<file path="src/rtl/fmul_pkg.sv">
package fmul_pkg;
  localparam int EXP_W   = 6;
  localparam int FRAC_W  = 9;
  localparam int WORD_W  = 1 + EXP_W + FRAC_W;
  localparam int SIG_W   = FRAC_W + 1;
  localparam int PROD_W  = 2 * SIG_W;
  localparam int BIAS    = (1 << (EXP_W - 1)) - 1;
  localparam int EXP_MAX = (1 << EXP_W) - 1;

  localparam logic [WORD_W-1:0] NAN_WORD =
    {1'b1, {EXP_W{1'b1}}, {(FRAC_W-1){1'b0}}, 1'b1};

  typedef struct packed {
    logic             sign;
    logic [EXP_W-1:0] exp;
    logic [SIG_W-1:0] sig;
    logic             zero;
    logic             inf;
    logic             nan;
  } opnd_t;

  // number of 3:2 compressor levels needed to bring `rows` rows down to two
  function automatic int csa_levels(int rows);
    int n;
    int l;
    n = rows;
    l = 0;
    while (n > 2) begin
      n = 2 * (n / 3) + (n % 3);
      l++;
    end
    return l;
  endfunction
endpackage

</file>
<file path="src/rtl/fmul_unpack.sv">
module fmul_unpack
  import fmul_pkg::*;
(
  input  logic [WORD_W-1:0] op,
  output opnd_t             dec
);
  logic [EXP_W-1:0]  exp_f;
  logic [FRAC_W-1:0] frac_f;
  logic              exp_lo;
  logic              exp_hi;

  assign exp_f  = op[WORD_W-2 -: EXP_W];
  assign frac_f = op[FRAC_W-1:0];
  assign exp_lo = (exp_f == '0);
  assign exp_hi = &exp_f;

  always_comb begin
    dec.sign = op[WORD_W-1];
    dec.exp  = exp_f;
    dec.sig  = {~exp_lo, frac_f};
    dec.zero = exp_lo;                       // subnormals count as zero
    dec.inf  = exp_hi & (frac_f == '0);
    dec.nan  = exp_hi & (frac_f != '0);
  end
endmodule

</file>
<file path="src/rtl/fmul_csa_mult.sv">
module fmul_csa_mult #(
  parameter int W = 10
) (
  input  logic [W-1:0]   x,
  input  logic [W-1:0]   y,
  output logic [2*W-1:0] prod
);
  import fmul_pkg::*;

  localparam int PW     = 2 * W;
  localparam int IW     = (W > 1) ? $clog2(W) : 1;
  localparam int LEVELS = csa_levels(W);

  logic [PW-1:0] pp   [W];
  logic [PW-1:0] rows [W];
  logic [PW-1:0] nxt  [W];
  logic [PW-1:0] sum_r;
  logic [PW-1:0] car_r;
  int            n;
  int            m;

  // one shifted, gated copy of x per bit of y
  for (genvar i = 0; i < W; i++) begin : g_pp
    assign pp[i] = y[i] ? (PW'(x) << i) : '0;
  end

  // level-by-level carry-save reduction, three rows in, two out
  always_comb begin
    for (int r = 0; r < W; r++) rows[r] = pp[r];
    for (int r = 0; r < W; r++) nxt[r] = '0;
    n = W;
    m = 0;
    for (int lv = 0; lv < LEVELS; lv++) begin
      for (int r = 0; r < W; r++) nxt[r] = '0;
      m = 0;
      for (int g = 0; g < W / 3; g++) begin
        if (3 * g + 2 < n) begin
          nxt[IW'(m)]     = rows[3*g] ^ rows[3*g+1] ^ rows[3*g+2];
          nxt[IW'(m + 1)] = ((rows[3*g] & rows[3*g+1]) |
                             (rows[3*g] & rows[3*g+2]) |
                             (rows[3*g+1] & rows[3*g+2])) << 1;
          m = m + 2;
        end
      end
      for (int r = 0; r < W; r++) begin
        if (r >= 3 * (n / 3) && r < n) begin
          nxt[IW'(m)] = rows[r];
          m = m + 1;
        end
      end
      for (int r = 0; r < W; r++) rows[r] = nxt[r];
      n = m;
    end
    sum_r = rows[0];
    car_r = rows[1];
  end

  assign prod = sum_r + car_r;

  always_comb begin
    if (x[W-1] && y[W-1]) begin

      prod_floor_chk: assert (prod[PW-1:PW-2] != 2'b00);
    end
  end
endmodule

</file>
<file path="src/rtl/fmul_round_pack.sv">
module fmul_round_pack
  import fmul_pkg::*;
(
  input  logic              sign,
  input  logic [EXP_W-1:0]  ea,
  input  logic [EXP_W-1:0]  eb,
  input  logic [PROD_W-1:0] prod,
  input  logic              zero_any,
  input  logic              inf_any,
  input  logic              nan_any,
  output logic [WORD_W-1:0] p
);
  logic              hi;
  logic [FRAC_W-1:0] frac_pre;
  logic [FRAC_W-1:0] frac_rnd;
  logic              guard;
  logic              sticky;
  logic              inc;
  logic              carry;
  int                e_val;

  always_comb begin
    hi = prod[PROD_W-1];
    if (hi) begin
      frac_pre = prod[PROD_W-2 -: FRAC_W];
      guard    = prod[PROD_W-2-FRAC_W];
      sticky   = |prod[PROD_W-3-FRAC_W:0];
    end else begin
      frac_pre = prod[PROD_W-3 -: FRAC_W];
      guard    = prod[PROD_W-3-FRAC_W];
      sticky   = |prod[PROD_W-4-FRAC_W:0];
    end
    inc = guard & (sticky | frac_pre[0]);
    {carry, frac_rnd} = {1'b0, frac_pre} + {{FRAC_W{1'b0}}, inc};
    e_val = int'(ea) + int'(eb) - BIAS + int'(hi) + int'(carry);

    if (nan_any || (inf_any && zero_any))
      p = NAN_WORD;
    else if (inf_any || e_val >= EXP_MAX)
      p = {sign, {EXP_W{1'b1}}, {FRAC_W{1'b0}}};
    else if (zero_any || e_val <= 0)
      p = {sign, {(WORD_W-1){1'b0}}};
    else
      p = {sign, e_val[EXP_W-1:0], frac_rnd};
  end

  always_comb begin
    if (!nan_any && !(inf_any && zero_any)) begin

      no_nan_leak_chk: assert (!((&p[WORD_W-2 -: EXP_W]) && (p[FRAC_W-1:0] != '0)));
    end
  end
endmodule

</file>
<file path="src/rtl/fmul16.sv">
module fmul16
  import fmul_pkg::*;
(
  input  logic [15:0] a,
  input  logic [15:0] b,
  output logic [15:0] p
);
  opnd_t             da;
  opnd_t             db;
  logic [PROD_W-1:0] sig_prod;

  fmul_unpack u_dec_a (.op(a), .dec(da));
  fmul_unpack u_dec_b (.op(b), .dec(db));

  fmul_csa_mult #(.W(SIG_W)) u_mult (
    .x    (da.sig),
    .y    (db.sig),
    .prod (sig_prod)
  );

  fmul_round_pack u_pack (
    .sign     (da.sign ^ db.sign),
    .ea       (da.exp),
    .eb       (db.exp),
    .prod     (sig_prod),
    .zero_any (da.zero | db.zero),
    .inf_any  (da.inf | db.inf),
    .nan_any  (da.nan | db.nan),
    .p        (p)
  );

  always_comb begin
    if (da.nan || db.nan) begin

      nan_out_chk: assert (p == NAN_WORD);
    end
    if (p != NAN_WORD) begin

      sign_rule_chk: assert (p[15] == (a[15] ^ b[15]));
    end
    if ((da.zero || db.zero) && !(da.inf || db.inf || da.nan || db.nan)) begin

      zero_in_chk: assert (p[14:0] == 15'h0000);
    end
    if ((da.inf || db.inf) && !(da.zero || db.zero || da.nan || db.nan)) begin

      inf_in_chk: assert (p[14:0] == 15'h7E00);
    end
  end
endmodule

</file>
<file path="config.mk">
export PLATFORM = sky130hd
export DESIGN_NAME = fmul16
export DESIGN_NICKNAME = d
export VERILOG_FILES = /design/src/rtl/fmul_pkg.sv /design/src/rtl/fmul_unpack.sv /design/src/rtl/fmul_csa_mult.sv /design/src/rtl/fmul_round_pack.sv /design/src/rtl/fmul16.sv
export SDC_FILE = /design/constraint.sdc
export NUM_CORES = 1
export LEC_CHECK = 0
export ABC_AREA = 1
export BUFFER_PORTS_ARGS = -buffer_cell sky130_fd_sc_hd__clkbuf_2
export CAP_MARGIN = 10
export CORE_MARGIN = 4
export CORE_UTILIZATION = 47
export DETAILED_ROUTE_END_ITERATION = 16
export PLACE_DENSITY = 0.62
export SETUP_SLACK_MARGIN = 0.15
export SYNTH_ARGS = -nofsm -noshare
export SYNTH_HDL_FRONTEND = slang
export SYNTH_SLANG_ARGS = --single-unit
</file>
<file path="constraint.sdc">
create_clock -name vclk -period 9.7
set_input_delay 0.97 -clock vclk [all_inputs]
set_output_delay 0.97 -clock vclk [all_outputs]
set_load 0.05 [all_outputs]
</file>
Yosys cells after proc, flatten, opt, wreduce, memory -nomap -nowiden

Index checks and enable logic that the tools add are counted.

Flip-flop bits (word level): 0
Bits in latches: 0
Bits in writable memories: 0
Bits in read-only memories: 0
Input port bits: 32
Output and inout bits: 16
Word-level logic and storage cells: 105
Memories: 0

Add/subtract/negate cells: 6
Multipliers: 0
Div/mod/pow operators: 0
Order comparisons: 2
Equality and inequality tests: 0
Shift-type cells: 0
Muxes and demuxes: 16
Bitwise operators: 67
Reductions and logical operators: 14

Operator list:

| kind                                                 | number |
|---|---|
| AND 19 bit                                           | 24 |
| OR 19 bit                                            | 16 |
| XOR 20 bit                                           | 13 |
| adder 32 x 2 -> 32 bit                               | 2 |
| two-way mux 15 bit                                   | 3 |
| >= comparator 32 x 7 -> 1 bit, second input constant | 1 |
| <= comparator 32 x 1 -> 1 bit, second input constant | 1 |
| two-way mux 16 bit                                   | 2 |
| subtractor 32 x 6 -> 32 bit, second input constant   | 1 |
| adder 20 bit                                         | 1 |
| XOR 20 x 12 -> 20 bit                                | 1 |
| XOR 20 x 15 -> 20 bit                                | 1 |
| XOR 20 x 18 -> 20 bit                                | 1 |
| two-way mux 19 bit                                   | 1 |
| zero test 9 bit                                      | 2 |
| two-way mux 18 bit                                   | 1 |
| nonzero test 9 bit                                   | 2 |
| two-way mux 17 bit                                   | 1 |
| two-way mux 14 bit                                   | 1 |
| two-way mux 13 bit                                   | 1 |
| zero test 6 bit                                      | 2 |
| two-way mux 12 bit                                   | 1 |
| AND reduction 6 bit                                  | 2 |
| two-way mux 11 bit                                   | 1 |
| other kinds (13)                                     | 23 |

Logic depth before layout (Yosys ltp)

Word-level depth: 30
Mapped depth: 45
Depth with buffers taken out: 45

Hierarchy

From an unflattened synthesis, not the netlist that was laid out.

Cell total of the unflattened synthesis: 793
Area total of the unflattened synthesis: 5207.5 um2

Modules (own cells, without submodules):

| module          | times used | cells each | area an instance (um2) | sequential area each (um2) |
|---|---|---|---|---|
| fmul_csa_mult   | 1          | 484        | 3375.7                 | 0.0 |
| fmul_round_pack | 1          | 215        | 1316.3                 | 0.0 |
| fmul_unpack     | 2          | 43         | 239.0                  | 0.0 |
| fmul16          | 1          | 8          | 37.5                   | 0.0 |

Worst setup path before layout

No wires, ideal clock.

Path type: input port to output port
Start: input a[10]
End: output p[10]
Arrival: 8.462 ns
Data required time: 8.730 ns
Path slack: 0.268 ns
Stages on the path: 38
Buffers on the path: 0
Cell sequence: nor4_1 nand3_1 nand2_1 fa_1 fa_1 fa_1 fa_1 fa_1 inv_1 ha_1 nand2_2 nor2_1 nand2_1 nand3_2 nand2_4 nand2_4 nand2_4 nand2_8 [2 not listed] nand2_2 nor2_4 nand4_1 ha_1 inv_1 ha_1 inv_1 fa_1 nand3b_1 inv_1 nand3_1 nor2_1 nand2_2 nor2_1 nor2_2 nand3_2 nand2_1 o21ai_0

Word-level cells in the longest chain between the ends: 29
Elaborated cells between the ends (all ways): 94
Those cells by class: 6 x add/sub; 2 x order compare; 16 x mux; 64 x bitwise; 6 x reduce/logical

RTL lines:

| what                                             | RTL line                                 | RTL |
|---|---|---|
| from (decl)                                      | fmul16.sv:4                              | `input logic [15:0] a,` |
| zero test 6 bit                                  | fmul_unpack.sv:14                        | `assign exp_lo = (exp_f == '0);` |
| NOT 1 bit                                        | fmul_unpack.sv:20                        | `dec.sig = {~exp_lo, frac_f};` |
| two-way mux 10 bit, or another cell as far along | fmul_csa_mult.sv:24                      | `assign pp[i] = y[i] ? (PW'(x) << i) : '0;` |
| AND 19 bit, on equally long branches             | fmul_csa_mult.sv:39, fmul_csa_mult.sv:40 |  |
| OR 19 bit                                        | fmul_csa_mult.sv:39                      | `nxt[IW'(m + 1)] = ((rows[3*g] & rows[3*g+1]) \|` |
| OR 19 bit                                        | fmul_csa_mult.sv:40                      | `(rows[3*g] & rows[3*g+2]) \|` |
| AND 19 bit                                       | fmul_csa_mult.sv:39                      |  |
| OR 19 bit                                        | fmul_csa_mult.sv:39                      |  |
| [13 not listed]                                  | n/a                                      |  |
| AND 1 bit                                        | fmul_round_pack.sv:33                    | `inc = guard & (sticky \| frac_pre[0]);` |
| adder 9 x 1 -> 10 bit                            | fmul_round_pack.sv:34                    | `{carry, frac_rnd} = {1'b0, frac_pre} + {{FRAC_W{1'b0}}, inc};` |
| adder 32 x 2 -> 32 bit                           | fmul_round_pack.sv:35                    | `e_val = int'(ea) + int'(eb) - BIAS + int'(hi) + int'(carry);` |
| <= comparator 32 x 1 -> 1 bit                    | fmul_round_pack.sv:41                    | `else if (zero_any \|\| e_val <= 0)` |
| logical OR 1 bit                                 | fmul_round_pack.sv:41                    |  |
| two-way mux 15 bit                               | fmul_round_pack.sv:41                    |  |
| two-way mux 15 bit                               | fmul_round_pack.sv:39                    | `else if (inf_any \|\| e_val >= EXP_MAX)` |
| two-way mux 16 bit (*)                           | fmul_round_pack.sv:37                    | `if (nan_any \|\| (inf_any && zero_any))` |
| to (decl)                                        | fmul16.sv:6                              | `output logic [15:0] p` |

Mark *: on every way between the ends. The rest lies on a longest branch, timed or not.

Final worst setup path

Start: input a[12]
End: output p[3]

The elaborated chain is that of the path after synthesis.

==> flow_summary.json <==
{
  "drive_above_1_share_pct": 20.0,
  "min_period_ns": 9.18,
  "grt_max_degree": 13,
  "wl_per_cell_um": 12.7,
  "core_area_mm2": 0.00986,
  "hpwlAfterDp_um": 9430,
  "drt_iter0_drc": 199,
  "port_buffers": 48,
  "grt_remaining_overflow": 0,
  "slew_violations": 0,
  "yosysSeqAreaShare_pct": 0,
  "timing_worst_setup_path_type": "input pin to primary output",
  "synth.avg_cell_area_um2": 6.64,
  "critPathMaxFanout": 7,
  "hold_viol_final": 0,
  "vias": 4423,
  "tightest_slew_ns": 0.446,
  "grt_pass1_vias": 4473,
  "cp.depth": 45,
  "rsz0062_at_grt": "yes",
  "status": "complete, no violations",
  "synth_nets": 881,
  "finalSetupViolCount": 0,
  "start_kind": "input pin",
  "n_antenna_cell": 0,
  "ys_types": 35,
  "layout.nets": 926,
  "antenna_found_initial": 0,
  "dieArea_mm2": 0.0119,
  "arrival_ns": 8.21,
  "syn-instance-count": 726,
  "area_growth_pct": 16.1,
  "drc": 0,
  "routed_via_density": 4.90,
  "maxCapViolCount": 0,
  "postCtsHoldBufs": 0,
  "regArea_um2": 0,
  "slowest_stage": "fa_1",
  "fin_crit_sh_pct": 94.6,
  "syn-cell-area_mm2": 0.00482,
  "clock_buffers": 0,
  "setup-tns-final_ns": 0,
  "gp_congestion": 0.878,
  "crit_family": "adder cells",
  "hold_class": "input pin to primary output",
  "cp.required_ns": 8.73,
  "dr.pass1.iters": 4,
  "yosysWarnings": 0,
  "critPathCaptureType": "primary output",
  "max_slew_margin_pct": 69.5,
  "cp_num_buf_inv": 9,
  "seq_cells": 0,
  "grt_pass1_wl_um": 20200,
  "crit_start": "a[12]",
  "die_w_um": 109,
  "slowest_delay_ns": 0.55,
  "track_usage_pct": 20.3,
  "start_util_pct": 48.9,
  "rows": 36,
  "wl_um": 11500,
  "max_freq_ghz": 0.109,
  "critPathCapture": "p[3]",
  "die_h_um": 109,
  "pin_count": 48,
  "antenna_left": 0
}
synthesized netlist by cell type (3+ instances only):
library cell    n  share of area, %
nand2_4         9               2.1
o21ai_0         9              0.93
nor2_2          9               1.2
nand2_1       216                17
nand4_1         6              0.78
clkbuf_1       18               1.4
nor2_4          3              0.70
fa_1           71                29
nand2_2        19               2.5
xor2_1          6               1.1
nand3b_1        3              0.47
nor4_1          9               1.2
a21oi_1        11               1.1
nand3_2         5               1.0
nor2_1         28               2.2
nand3_1        40               4.2
inv_1         188                15
ha_1           52                13
xnor2_1         3              0.55
metal layers:
| metal | GRT usage [%] | part of all wire [%] |
|---|---|---|
| met3 | 0.0592 | 2.9 |
| met2 | 37.7 | 51 |
| met4 | 1.34 | 0.81 |
| met5 | 0 | 0 |
| met1 | 28.0 | 45 |
stage by stage:
stage	hold slack [ns]	setup WS, ns	util [%]	area (µm²)	instances
floorplan	2.32	0.268	-	4820	726
global placement	2.39	0.312	52.3	5150	889
detailed placement	2.40	0.116	52.3	5150	889
CTS	2.40	0.152	52.5	5180	889
global route	2.45	0.0615	56.7	5590	902
finish	2.40	0.523	56.7	5590	902
worst min path at each step:
stage / start / end / depth (start not counted)
final: a[15] / p[15] / 4
after global routing: b[15] / p[15] / 4
after CTS: a[15] / p[15] / 4
after detailed placement: a[15] / p[15] / 4
after global placement: a[15] / p[15] / 4
after floorplan: a[15] / p[15] / 2
cell usage in the layout, fill, tap and decap left out, types with 13 or more instances in the layout:
cell type,count
buf_4,13
clkbuf_2,29
fa_1,69
ha_1,43
inv_1,187
nand2_1,210
nand2_2,23
nand3_1,36
nor2_1,18
nor2_4,14
timing repair:
action	in CTS	in global routing
cloned	0	0
pin swaps	0	40
setup buffers	0	13
setup endpoints to repair	9	15
gates resized for setup	9	90
cells by family after synthesis:
logic type / Yosys count / synth area share (%)
xor gates and xnor gates: 10 / 1.97
adders and majority gates: 123 / 43.0
buffers and inverters: 209 / 16.4
and+or+nand+nor: 354 / 34.5
AOI/OAI and AO/OA: 30 / 4.13
cell type report:
type,count,area [µm²]
Multi-Input combinational cell,517,4290
Fill cell,971,4270
Inverter,190,713
Timing Repair Buffer,62,428
Tap cell,133,166
Power is left out: the tool's default activity adds up to more than one toggle a clock period on the data nets, which glitch-free logic cannot reach.
